$ cat src/rtl/xaud_pkg.sv
package xaud_pkg;
  localparam int ADDR_W   = 16;
  localparam int DATA_W   = 8;
  localparam int PER_W    = 11;
  localparam int LEN_W    = 5;
  localparam int SEQ_W    = 3;
  localparam int NCH      = 2;
  localparam int HALT_BIT = 5;

  localparam logic [ADDR_W-1:0] WIN_BASE   = 16'h5000;
  localparam logic [ADDR_W-1:0] PCM_CTL_AD = 16'h5010;
  localparam logic [ADDR_W-1:0] PCM_AMP_AD = 16'h5011;
  localparam logic [ADDR_W-1:0] LEN_EN_AD  = 16'h5015;
  localparam int CH_STRIDE = 4;

  typedef struct packed {
    logic ctl;
    logic lo;
    logic hi;
  } chan_wr_t;
endpackage

$ cat src/rtl/xaud_decode.sv
module xaud_decode
  import xaud_pkg::*;
#(
  parameter int N_CH = NCH,
  parameter int AW   = ADDR_W
) (
  input  logic                    wr_en,
  input  logic [AW-1:0]           wr_addr,
  output chan_wr_t [N_CH-1:0]     ch_wr,
  output logic                    pcm_ctl_wr,
  output logic                    pcm_amp_wr,
  output logic                    len_en_wr
);
  for (genvar i = 0; i < N_CH; i++) begin : g_ch
    localparam logic [AW-1:0] CH_BASE = AW'(WIN_BASE) + AW'(CH_STRIDE * i);
    assign ch_wr[i].ctl = wr_en && (wr_addr == CH_BASE);
    assign ch_wr[i].lo  = wr_en && (wr_addr == CH_BASE + AW'(2));
    assign ch_wr[i].hi  = wr_en && (wr_addr == CH_BASE + AW'(3));
  end

  assign pcm_ctl_wr = wr_en && (wr_addr == AW'(PCM_CTL_AD));
  assign pcm_amp_wr = wr_en && (wr_addr == AW'(PCM_AMP_AD));
  assign len_en_wr  = wr_en && (wr_addr == AW'(LEN_EN_AD));
endmodule

$ cat src/rtl/xaud_pcm.sv
module xaud_pcm
  import xaud_pkg::*;
#(
  parameter int DW = DATA_W
) (
  input  logic          clk,
  input  logic          rst,
  input  logic          ctl_wr,
  input  logic          amp_wr,
  input  logic [DW-1:0] wr_data,
  output logic [DW-1:0] pcm_out
);
  logic          en_q;
  logic [DW-1:0] amp_q;

  always_ff @(posedge clk) begin
    if (rst) begin
      en_q    <= 1'b0;
      amp_q   <= '0;
      pcm_out <= '0;
    end else if (ctl_wr) begin
      en_q    <= ~wr_data[0];
      pcm_out <= wr_data[0] ? '0 : amp_q;
    end else if (amp_wr) begin
      amp_q   <= wr_data;
      pcm_out <= en_q ? wr_data : '0;
    end
  end

  assert_pcm_off_R5: assert property (@(posedge clk) disable iff (rst)
    !en_q |-> (pcm_out == '0));
  assert_pcm_hold_R6: assert property (@(posedge clk) disable iff (rst)
    !(ctl_wr || amp_wr) |=> $stable(pcm_out));
endmodule

$ cat src/rtl/xaud_sq_chan.sv
module xaud_sq_chan
  import xaud_pkg::*;
#(
  parameter int PW  = PER_W,
  parameter int LW  = LEN_W,
  parameter int SW  = SEQ_W,
  parameter int DW  = DATA_W
) (
  input  logic          clk,
  input  logic          rst,
  input  logic          tick,
  input  logic          len_clk,
  input  logic          len_en,
  input  logic          len_clr,
  input  chan_wr_t      wr,
  input  logic [DW-1:0] wr_data,
  output logic [SW-1:0] seq,
  output logic          len_active,
  output logic          step
);
  localparam int TW   = PW + 2;
  localparam int HI_W = PW - DW;

  logic [PW-1:0] period_q;
  logic          halt_q;
  logic [TW-1:0] tmr_q;
  logic [LW-1:0] len_q;
  logic [TW-1:0] reload;

  assign reload = {({1'b0, period_q} + (PW+1)'(1)), 1'b0};
  assign step   = tick && (tmr_q == TW'(1));

  always_ff @(posedge clk) begin
    if (rst) begin
      period_q <= '0;
      halt_q   <= 1'b0;
    end else begin
      if (wr.lo)  period_q[DW-1:0]  <= wr_data;
      if (wr.hi)  period_q[PW-1:DW] <= wr_data[HI_W-1:0];
      if (wr.ctl) halt_q            <= wr_data[HALT_BIT];
    end
  end

  always_ff @(posedge clk) begin
    if (rst)        tmr_q <= TW'(1);
    else if (step)  tmr_q <= reload;
    else if (tick)  tmr_q <= tmr_q - TW'(1);
  end

  always_ff @(posedge clk) begin
    if (rst)         seq <= '0;
    else if (wr.hi)  seq <= '0;
    else if (step)   seq <= seq + SW'(1);
  end

  always_ff @(posedge clk) begin
    if (rst)                                   len_q <= '0;
    else if (len_clr)                          len_q <= '0;
    else if (wr.hi && len_en)                  len_q <= wr_data[DW-1 -: LW];
    else if (len_clk && len_q != '0 && !halt_q) len_q <= len_q - LW'(1);
  end

  assign len_active = (len_q != '0);

  assert_seq_step_R3: assert property (@(posedge clk) disable iff (rst)
    (step && !wr.hi) |=> (seq == $past(seq) + SW'(1)));
  assert_tmr_dec_R3: assert property (@(posedge clk) disable iff (rst)
    (tick && tmr_q != TW'(1)) |=> (tmr_q == $past(tmr_q) - TW'(1)));
  assert_tmr_nonzero_R3: assert property (@(posedge clk) disable iff (rst)
    tmr_q != '0);
  assert_len_off_R7: assert property (@(posedge clk) disable iff (rst)
    !len_en |-> (len_q == '0));
  assert_seq_clear_R8: assert property (@(posedge clk) disable iff (rst)
    wr.hi |=> (seq == '0));
  assert_len_hold_R9: assert property (@(posedge clk) disable iff (rst)
    (halt_q && !wr.hi && !len_clr) |=> (len_q == $past(len_q)));
endmodule

$ cat src/rtl/xaud_unit.sv
module xaud_unit
  import xaud_pkg::*;
#(
  parameter int N_CH = NCH,
  parameter int AW   = ADDR_W,
  parameter int DW   = DATA_W,
  parameter int PW   = PER_W,
  parameter int LW   = LEN_W,
  parameter int SW   = SEQ_W
) (
  input  logic               clk,
  input  logic               rst,
  input  logic               wr_en,
  input  logic [AW-1:0]      wr_addr,
  input  logic [DW-1:0]      wr_data,
  input  logic               apu_tick,
  input  logic               len_clk,
  output logic [N_CH*SW-1:0] seq_pos,
  output logic [N_CH-1:0]    len_active,
  output logic [DW-1:0]      pcm_out,
  output logic               out_changed
);
  chan_wr_t [N_CH-1:0] ch_wr;
  logic                pcm_ctl_wr, pcm_amp_wr, len_en_wr;
  logic [N_CH-1:0]     len_en_q;
  logic [N_CH-1:0]     step;

  xaud_decode #(.N_CH(N_CH), .AW(AW)) u_dec (
    .wr_en      (wr_en),
    .wr_addr    (wr_addr),
    .ch_wr      (ch_wr),
    .pcm_ctl_wr (pcm_ctl_wr),
    .pcm_amp_wr (pcm_amp_wr),
    .len_en_wr  (len_en_wr)
  );

  always_ff @(posedge clk) begin
    if (rst)            len_en_q <= '0;
    else if (len_en_wr) len_en_q <= wr_data[N_CH-1:0];
  end

  for (genvar i = 0; i < N_CH; i++) begin : g_chan
    xaud_sq_chan #(.PW(PW), .LW(LW), .SW(SW), .DW(DW)) u_chan (
      .clk        (clk),
      .rst        (rst),
      .tick       (apu_tick),
      .len_clk    (len_clk),
      .len_en     (len_en_q[i]),
      .len_clr    (len_en_wr && !wr_data[i]),
      .wr         (ch_wr[i]),
      .wr_data    (wr_data),
      .seq        (seq_pos[i*SW +: SW]),
      .len_active (len_active[i]),
      .step       (step[i])
    );
  end

  xaud_pcm #(.DW(DW)) u_pcm (
    .clk     (clk),
    .rst     (rst),
    .ctl_wr  (pcm_ctl_wr),
    .amp_wr  (pcm_amp_wr),
    .wr_data (wr_data),
    .pcm_out (pcm_out)
  );

  always_ff @(posedge clk) begin
    if (rst) out_changed <= 1'b0;
    else     out_changed <= (|step) || pcm_ctl_wr || pcm_amp_wr;
  end

  assert_low_addr_R1: assert property (@(posedge clk) disable iff (rst)
    (wr_en && wr_addr < AW'(WIN_BASE)) |-> !(pcm_ctl_wr || pcm_amp_wr || len_en_wr || (|ch_wr)));
  assert_quiet_R11: assert property (@(posedge clk) disable iff (rst)
    !((|step) || pcm_ctl_wr || pcm_amp_wr) |=> !out_changed);
  assert_one_target_R2: assert property (@(posedge clk) disable iff (rst)
    $onehot0({ch_wr, pcm_ctl_wr, pcm_amp_wr, len_en_wr}));
endmodule

$ cat config.mk
export PLATFORM = sky130hd
export DESIGN_NAME = xaud_unit
export DESIGN_NICKNAME = d
export VERILOG_FILES = /design/src/rtl/xaud_pkg.sv /design/src/rtl/xaud_decode.sv /design/src/rtl/xaud_pcm.sv /design/src/rtl/xaud_sq_chan.sv /design/src/rtl/xaud_unit.sv
export SDC_FILE = /design/constraint.sdc
export NUM_CORES = 1
export LEC_CHECK = 0
export ABC_AREA = 1
export BUFFER_PORTS_ARGS = -buffer_cell sky130_fd_sc_hd__buf_2
export CORE_ASPECT_RATIO = 1.4
export CORE_UTILIZATION = 65
export DETAILED_ROUTE_END_ITERATION = 10
export PLACE_DENSITY = 0.95
export SETUP_SLACK_MARGIN = 0.02
export SYNTH_ARGS = -nofsm -noshare
export SYNTH_HDL_FRONTEND = slang
export SYNTH_SLANG_ARGS = --single-unit
$ cat constraint.sdc
create_clock -name clk -period 3.95 [get_ports clk]
set_input_delay 0.395 -clock clk [delete_from_list [all_inputs] [get_ports clk]]
set_output_delay 0.395 -clock clk [all_outputs]
set_load 0.01 [all_outputs]
**After elaboration in Yosys (flattened, before gate mapping)**

Index checks and enable logic that the tools add are counted.

- Input port bits: 29
- Word-level logic and storage cells: 88
- Bits in registers: 86

- Reductions and logical operators: 38
- Bitwise operators: 2
- Mux-type cells: 12
- $add $sub $neg: 8
- Equal/unequal tests: 11

Operators by type and width:

| cell | number |
|---|---|
| $eq A16 B15 Y1 const B | 9 |
| $mux W13 | 4 |
| $mux W8 | 4 |
| $eq A13 B1 Y1 const B | 2 |
| $sub A13 B1 Y13 const B | 2 |
| $add A11 B1 Y12 const B | 2 |
| $mux W5 | 4 |
| $logic_and A1 B1 Y1 | 19 |
| $reduce_bool A2 Y1 | 5 |
| $reduce_bool A5 Y1 | 2 |
| $reduce_or A2 Y1 | 5 |
| $sub A5 B1 Y5 const B | 2 |
| $add A3 B1 Y3 const B | 2 |
| $logic_not A1 Y1 | 4 |
| $logic_or A1 B1 Y1 | 2 |
| $not A1 Y1 | 2 |
| $reduce_and A2 Y1 | 1 |

**Depth between registers and ports, before layout**

Gate-level depths: netlist of the first run.

- Depth after elaboration: 5
- Mapped depth: 11
- Mapped depth without buffers: 11

**Modules after synthesis**

From an unflattened synthesis of the first run, not the netlist that was laid out.

- Cell total of the unflattened synthesis: 755
- Area total of the unflattened synthesis: 5,067.4 µm²

By module, submodules not included:

| module | cells each | times used | area an instance (µm²) | sequential area each (µm²) |
|---|---|---|---|---|
| xaud_sq_chan | 291 | 2 | 1,988.2 | 660.6 |
| xaud_pcm | 110 | 1 | 780.7 | 340.3 |
| xaud_decode | 46 | 1 | 193.9 | 0.0 |
| xaud_unit | 17 | 1 | 116.4 | 60.1 |

**Worst setup path after synthesis of the first run**

No wires, ideal clock.

- Path kind: input to register
- Start point: input wr_addr[3]
- End point: register u_pcm.pcm_out[0]
- Stages: 8
- Path buffers: 0
- Slack: 2.507 ns
- Setup time: 0.111 ns
- Data arrival time: 1.332 ns
- Path through: nor2_1 > nand2_2 > nor2_4 > nand3_4 > nand2_1 > nand2_1 > nor2_1 > nor2_1

- Longest elaborated chain between the ends: 3
- Elaborated cells on any way between the ends: 6

RTL lines:

| item | RTL line | RTL |
|---|---|---|
| start, declared | xaud_unit.sv:14 | `input logic [AW-1:0] wr_addr,` |
| $eq A16 B15 Y1, on equally long branches | xaud_decode.sv:21, xaud_decode.sv:22 |  |
| $logic_and A1 B1 Y1, on equally long branches | xaud_decode.sv:21, xaud_decode.sv:22 |  |
| $mux W8 / $reduce_bool A2 Y1 (equally long branches) | -- |  |
| end signal, assigned | xaud_pcm.sv:23 | `pcm_out <= wr_data[0] ? '0 : amp_q;` |
| end signal, assigned | xaud_pcm.sv:26 | `pcm_out <= en_q ? wr_data : '0;` |
| end, declared | xaud_pcm.sv:11 | `output logic [DW-1:0] pcm_out` |

Several ways; a longest one is shown, not always the timed one.
A chain may end at the register's enable or synchronous reset.

**Worst setup path after layout of the first run**

- Start point: register g_chan[0].u_chan.len_q[0]
- End point: output len_active[0]

- Longest elaborated chain between the ends: 1

RTL lines:

| item | RTL line | RTL |
|---|---|---|
| start, declared | xaud_sq_chan.sv:27 | `logic [LW-1:0] len_q;` |
| start signal, assigned | xaud_sq_chan.sv:59 | `else if (wr.hi && len_en) len_q <= wr_data[DW-1 -: LW];` |
| start signal, assigned | xaud_sq_chan.sv:60 | `else if (len_clk && len_q != '0 && !halt_q) len_q <= len_q - LW'(1);` |
| $reduce_bool A5 Y1 | xaud_sq_chan.sv:63 | `assign len_active = (len_q != '0);` |
| end, declared | xaud_unit.sv:19 | `output logic [N_CH-1:0] len_active,` |

No other way between the ends.

==> reports/results.ini, run 1 <==
[clock_network]
post_cts_buffers=0
clock-root-buffer=clkbuf_8
clock_latency_ns=0.38
cts_made_buffers=9
clock_sinks=86
cts_buffer_depth=2
htreeDepth=3
cts_tree=yes
cts_resized=0
path_clk_slew_ns=0.09
postCtsHoldBufs=0

[timing]
rsz0062_at_grt=no
period_minus_slack_ns=1.85
max_freq_mhz=541
report.final.hold_viol_count=0
setup-tns-final_ns=0
finalMaxSlewViolations=0
worstMarginPinSlew_ns=0.612
setup_ws_ns=2.10
finalCritPeriodShare_pct=46.8
hold_slack_ns=0.368
finalClockSkew_ns=0.00836
setup_viol=0
max_slew_margin_pct=59.2

[final_layout]
final_area_sq_um=5710
final_layout_size_suffix_gt1_share_pct=11.4
fillers=615
antenna_cells=0
layout.cells.non_filler=956
fin_nets=890
final_util_pct=72.8
area_growth_pct=7.84

[hold_path]
hp-class=in -> reg

[placed_design]
dp.cells=940
gp_congestion=1.03
placement.io_buffers=45
post_dp_cell_area_sq_um=5510
dp_hpwl_um=9410
dp_slack_ns=1.93

[setup_path]
reg2reg_slack_ns=2.12
cp.arrival_ns=1.45
critical_path_class=reg -> out
cp-start-kind=flop
crit_required_ns=3.56
cp-end-kind=output pin
crit_fanout=2

[floorplanning]
pin_count=46
start_util_pct=67.5
row_count=38
die_y_um=109
dieWidth_um=78.3
dieArea_sq_um=8520
core-area_sq_um=7850

[synthesis]
synthFlopType=dfxtp_1
synth_largest_area_cell=dfxtp_1
seq_area_frac_synth_pct=32.5
syn-mean-instance-area_sq_um=6.49
synth_seq_cells=86
syn_inst=817
netlist-cell-type-count=40
synth_top_area_share_pct=32.5
synth_common_cells=nand2_1 (183), nor2_1 (137), inv_1 (115), dfxtp_1 (86), nand3_1 (59)
synth_most_common_cell=nand2_1
synth_area_leaders=dfxtp_1 (32%), nand2_1 (13%), nor2_1 (9.7%)
postSynth.asyncResetShare_pct=0
yosysWarnings=0
syn-num-nets=856
netlist_area_sq_um=5300
synth_edf_count=0

[global_routing]
grt_pass1_vias=5218
grt_pass1_wl_um=22500
grt_max_degree=35
grt_usage_pct=33.3
grt_overflow=0
antenna_found_initial=0

[route]
routed_wl_um=13100
drc=0
vias=5379
antenna_left=0
via_per_inst=5.63
wl_per_cell_um=13.7
first_pass_iters=5
drt_iter0_drc=486

[power]
total_power_mw=3.02
ir_drop_mv=0.389
powerDensity_nw_per_um2=528
leakagePower_nw=2.83

[outcome]
outcome=complete, no violations

[run]
maxCapViolations=0

## worst max-delay path: stages (launching register included)
cell and delay, ns:
dfxtp_1 0.33, inv_1 0.08, ha_1 0.19, nand2_1 0.07, nor2_1 0.14, nand2_1 0.11
buf_2 0.15
## cells by family (layout without fill, tap and decap cells)
kind of cell    after synthesis  after routing  share of synthesized area [%]
xor+xnor                     18             18                           2.98
simple gates                464            464                           41.3
buf+inv                     145            184                           11.4
fa+ha+maj                    10             10                           2.36
flops                        86             86                           32.5
compound gates               94             94                           9.42
## path summary, 6_finish.rpt
| check | startpoint | end | depth (start not counted) |
|---|---|---|---|
| worst max-delay path | g_chan[0].u_chan.len_q[0] | len_active[0] | 6 |
| worst min-delay path | wr_data[2] | g_chan[1].u_chan.period_q[2] | 3 |
| worst max register to register | g_chan[0].u_chan.tmr_q[1] | g_chan[0].u_chan.tmr_q[12] | 8 |
| worst min register to register | g_chan[1].u_chan.halt_q | g_chan[1].u_chan.halt_q | 2 |
## flip-flops by register name (all words and copies together) (netlist names)
signal and count:
len_en_q 2, out_changed 1, g_chan.u_chan.tmr_q 26, g_chan.u_chan.period_q 22, u_pcm.pcm_out 8, g_chan.u_chan.len_q 10
g_chan.u_chan.halt_q 2, u_pcm.en_q 1, u_pcm.amp_q 8, g_chan.u_chan.seq 6
## cell type report
class / instances / area [sq um] / share of cell area [%]
well taps: 100 / 125 / 2.19
multi-input cells: 586 / 2970 / 52.0
repair buffers: 46 / 233 / 4.07
flip-flops and latches: 86 / 1720 / 30.1
clock inverters: 7 / 80.1 / 1.40
clock buffers: 9 / 124 / 2.17
inverters: 122 / 458 / 8.01
## metal layers
metal	up-vias	global-route usage, %	routed length [um]	share of wire [%]
met1	2434	36.4	5150	39
li1	2669	-	-	-
met4	0	21.4	661	5.0
met2	215	59.7	6660	51
met3	61	5.02	649	4.9
met5	-	0	0	0
## cells in the final DEF (no fill, tap or decap), types with 9 or more instances in the layout
| master | synthesis | layout |
|---|---|---|
| a21oi_1 | 39 | 39 |
| nand3_1 | 59 | 59 |
| inv_1 | 115 | 115 |
| nor2_1 | 137 | 137 |
| xor2_1 | 15 | 15 |
| clkbuf_8 | 0 | 9 |
| nor3b_1 | 12 | 12 |
| o21ai_0 | 43 | 43 |
| buf_2 | 8 | 45 |
| ha_1 | 10 | 10 |
| nand4_1 | 25 | 25 |
| nand2_1 | 183 | 183 |
| dfxtp_1 | 86 | 86 |
| nand3b_1 | 11 | 11 |
## report_power, final
part / switching [mW] / internal [mW] / total, mW
Sequential: 0.112 / 1.01 / 1.12
Clock: 0.355 / 0.300 / 0.655
Combinational: 0.794 / 0.447 / 1.24
(Power assumes the default switching activity.)
==> run 2, diff against run 1 <==
- CORE_UTILIZATION: 65 -> 54
- PLACE_DENSITY: 0.95 -> 0.86
- clock period: 3.95 -> 1.5 ns (I/O delays scaled with it)
==> run 2 against run 1 <==
  * Clock-buffer cell count unchanged
  * Cell count increased by 8.1%
  * Critical path depth unchanged
  * Wire length increased by 4.5%
  * Critical path type unchanged
  * Critical endpoint unchanged
  * Highest routed layer unchanged
==> reports/results.ini, run 2 (synthesized netlist as in run 1, its figures left out) <==
[setup_path]
cp-startpoint=g_chan[0].u_chan.len_q[1]
crit_fanout=2
critical_path_class=reg -> out
crit_required_ns=1.35
worstReg2RegStart=g_chan[0].u_chan.tmr_q[0]
cp-start-kind=flop
cp.arrival_ns=1.29
cp-end-kind=output pin

[final_layout]
final_cell_mix=nand2_1 (170), nor2_1 (121), inv_1 (106)
largest-register=g_chan.u_chan.tmr_q
fin_nets=935
reg_top3=g_chan.u_chan.tmr_q (26), g_chan.u_chan.period_q (22), g_chan.u_chan.len_q (10)
layout.cells.non_filler=1033
final_layout_size_suffix_gt1_share_pct=22.2
antenna_cells=0
layout_commonest_cell=nand2_1
largest_register_ffs=26
area_growth_pct=22.7

[placed_design]
gp_congestion=0.924
dp_hpwl_um=9170
dp.cells=1007
placement.io_buffers=45

[clock_network]
path_clk_slew_ns=0.06
clock_latency_ns=0.35
clock_sinks=86
clock-root-buffer=clkbuf_16
cts_made_buffers=9
htreeDepth=3
cts_buffer_depth=2
cts_tree=yes

[route]
routed_wl_um=13700
drc=0
vias=5482
via_per_inst=5.31
drt_iter0_drc=354
antenna_left=0
first_pass_iters=5
wl_per_cell_um=13.3

[power]
p_switching_mw=3.87
clkPwrFrac_pct=25.7
pwr-share-comb_pct=44.4
ir_drop_mv=1.21
powerDensity_nw_per_um2=1550
seq_power_share_pct=29.9
internal_power_mw=6.22
p_sw_share_pct=38.4
leakagePower_nw=3.15

[global_routing]
grt_usage_pct=26.8
antenna_found_initial=0
grt_pass1_wl_um=22100
grt_pass1_vias=5083
grt_overflow=0
grt_max_degree=28

[floorplanning]
die_y_um=119
start_util_pct=55.7
pin_count=46
dieArea_sq_um=10200
dieWidth_um=85.7
core-area_sq_um=9510
row_count=42

[timing]
setup_viol=0
max_slew_margin_pct=73.1
hold_slack_ns=0.153
finalMaxSlewViolations=0
rsz0062_at_grt=yes
finalCritPeriodShare_pct=96.2
report.final.hold_viol_count=0
finalClockSkew_ns=0.00723
max_freq_mhz=693
worstMarginPinSlew_ns=0.400
period_minus_slack_ns=1.44

[outcome]
outcome=complete, no violations

[run]
maxCapViolations=0

[hold_path]
hp-class=in -> reg
worstHoldStart=wr_data[3]

run 2: changes by cell type in the layout (fill, tap and decap cells not counted), moves of 7 or more:
| cell | before | now |
|---|---|---|
| clkbuf_8 | 9 | 0 |
| nor2_2 | 6 | 16 |
| clkbuf_16 | 0 | 9 |
| buf_4 | 1 | 42 |
| nand2_2 | 3 | 14 |
| nor2_1 | 137 | 121 |
| inv_1 | 115 | 106 |
| inv_2 | 5 | 12 |
| o21ai_0 | 43 | 34 |
| o21ai_1 | 1 | 10 |
| nand2_1 | 183 | 170 |
| dfxtp_1 | 86 | 78 |
| dfxtp_2 | 0 | 8 |
run 2: final cells by class:
cell class                      instances  area, sq um
Fill cell                             743         3010
Tap cell                              132          165
Clock inverter                          7          123
Inverter                              122          468
Sequential cell                        86         1730
Multi-Input combinational cell        586         3190
Timing Repair Buffer                   91          601
Clock buffer                            9          225
run 2: worst max-delay path, cell delays in order, from the launching register on:
cell and delay, ns:
dfxtp_2 0.32, inv_2 0.07, ha_4 0.14, nand2_1 0.06, nor2_2 0.14, nand2_2 0.10
buf_6 0.13
run 2: layer usage:
metal | part of all wire (%) | wire length [um] | GRT usage, %
met1 | 40 | 5430 | 28.8
met4 | 3.5 | 477 | 12.4
met2 | 52 | 7190 | 50.2
met5 | 0 | 0 | 0
met3 | 4.5 | 617 | 4.23
run 2: repair_timing:
action,4_1_cts,5_1_grt
resized for setup,19,71
cloned,0,1
buffers inserted,2,7
hold buffers,0,0
pin swaps,2,21
endpoints found under the setup margin,13,37
run 2: final timing paths:
check	endpoint	slack [ns]	cells after the start
max	len_active[0]	0.06	6
min	g_chan[0].u_chan.len_q[0]	0.15	3
min reg2reg	u_pcm.amp_q[1]	0.45	2
max reg2reg	g_chan[0].u_chan.tmr_q[1]	0.08	8
run 2: metrics by stage:
stage	setup TNS, ns	utilization, %	instance area [sq um]	total power, mW	setup WS [ns]
after detailed placement	-0.0193	61.2	5830	6.34	-0.0193
after global placement	0	61.2	5830	6.27	0.0254
after CTS	0	65.8	6260	9.24	0.00742
after floorplan	0	-	5300	5.58	0.119
after global routing	-0.139	68.4	6500	10.7	-0.0593
final	0	68.4	6500	10.1	0.0577
run 2: power groups by stage:
| stage | Sequential [mW] | Clock, mW | Combinational, mW |
|---|---|---|---|
| 2_1_floorplan | 2.96 | 0 | 2.62 |
| 3_3_place_gp | 2.98 | 0 | 3.30 |
| 3_5_place_dp | 2.99 | 0 | 3.35 |
| 4_1_cts | 2.94 | 2.62 | 3.68 |
| 5_1_grt | 3.06 | 2.71 | 4.98 |
| 6_report | 3.01 | 2.60 | 4.49 |
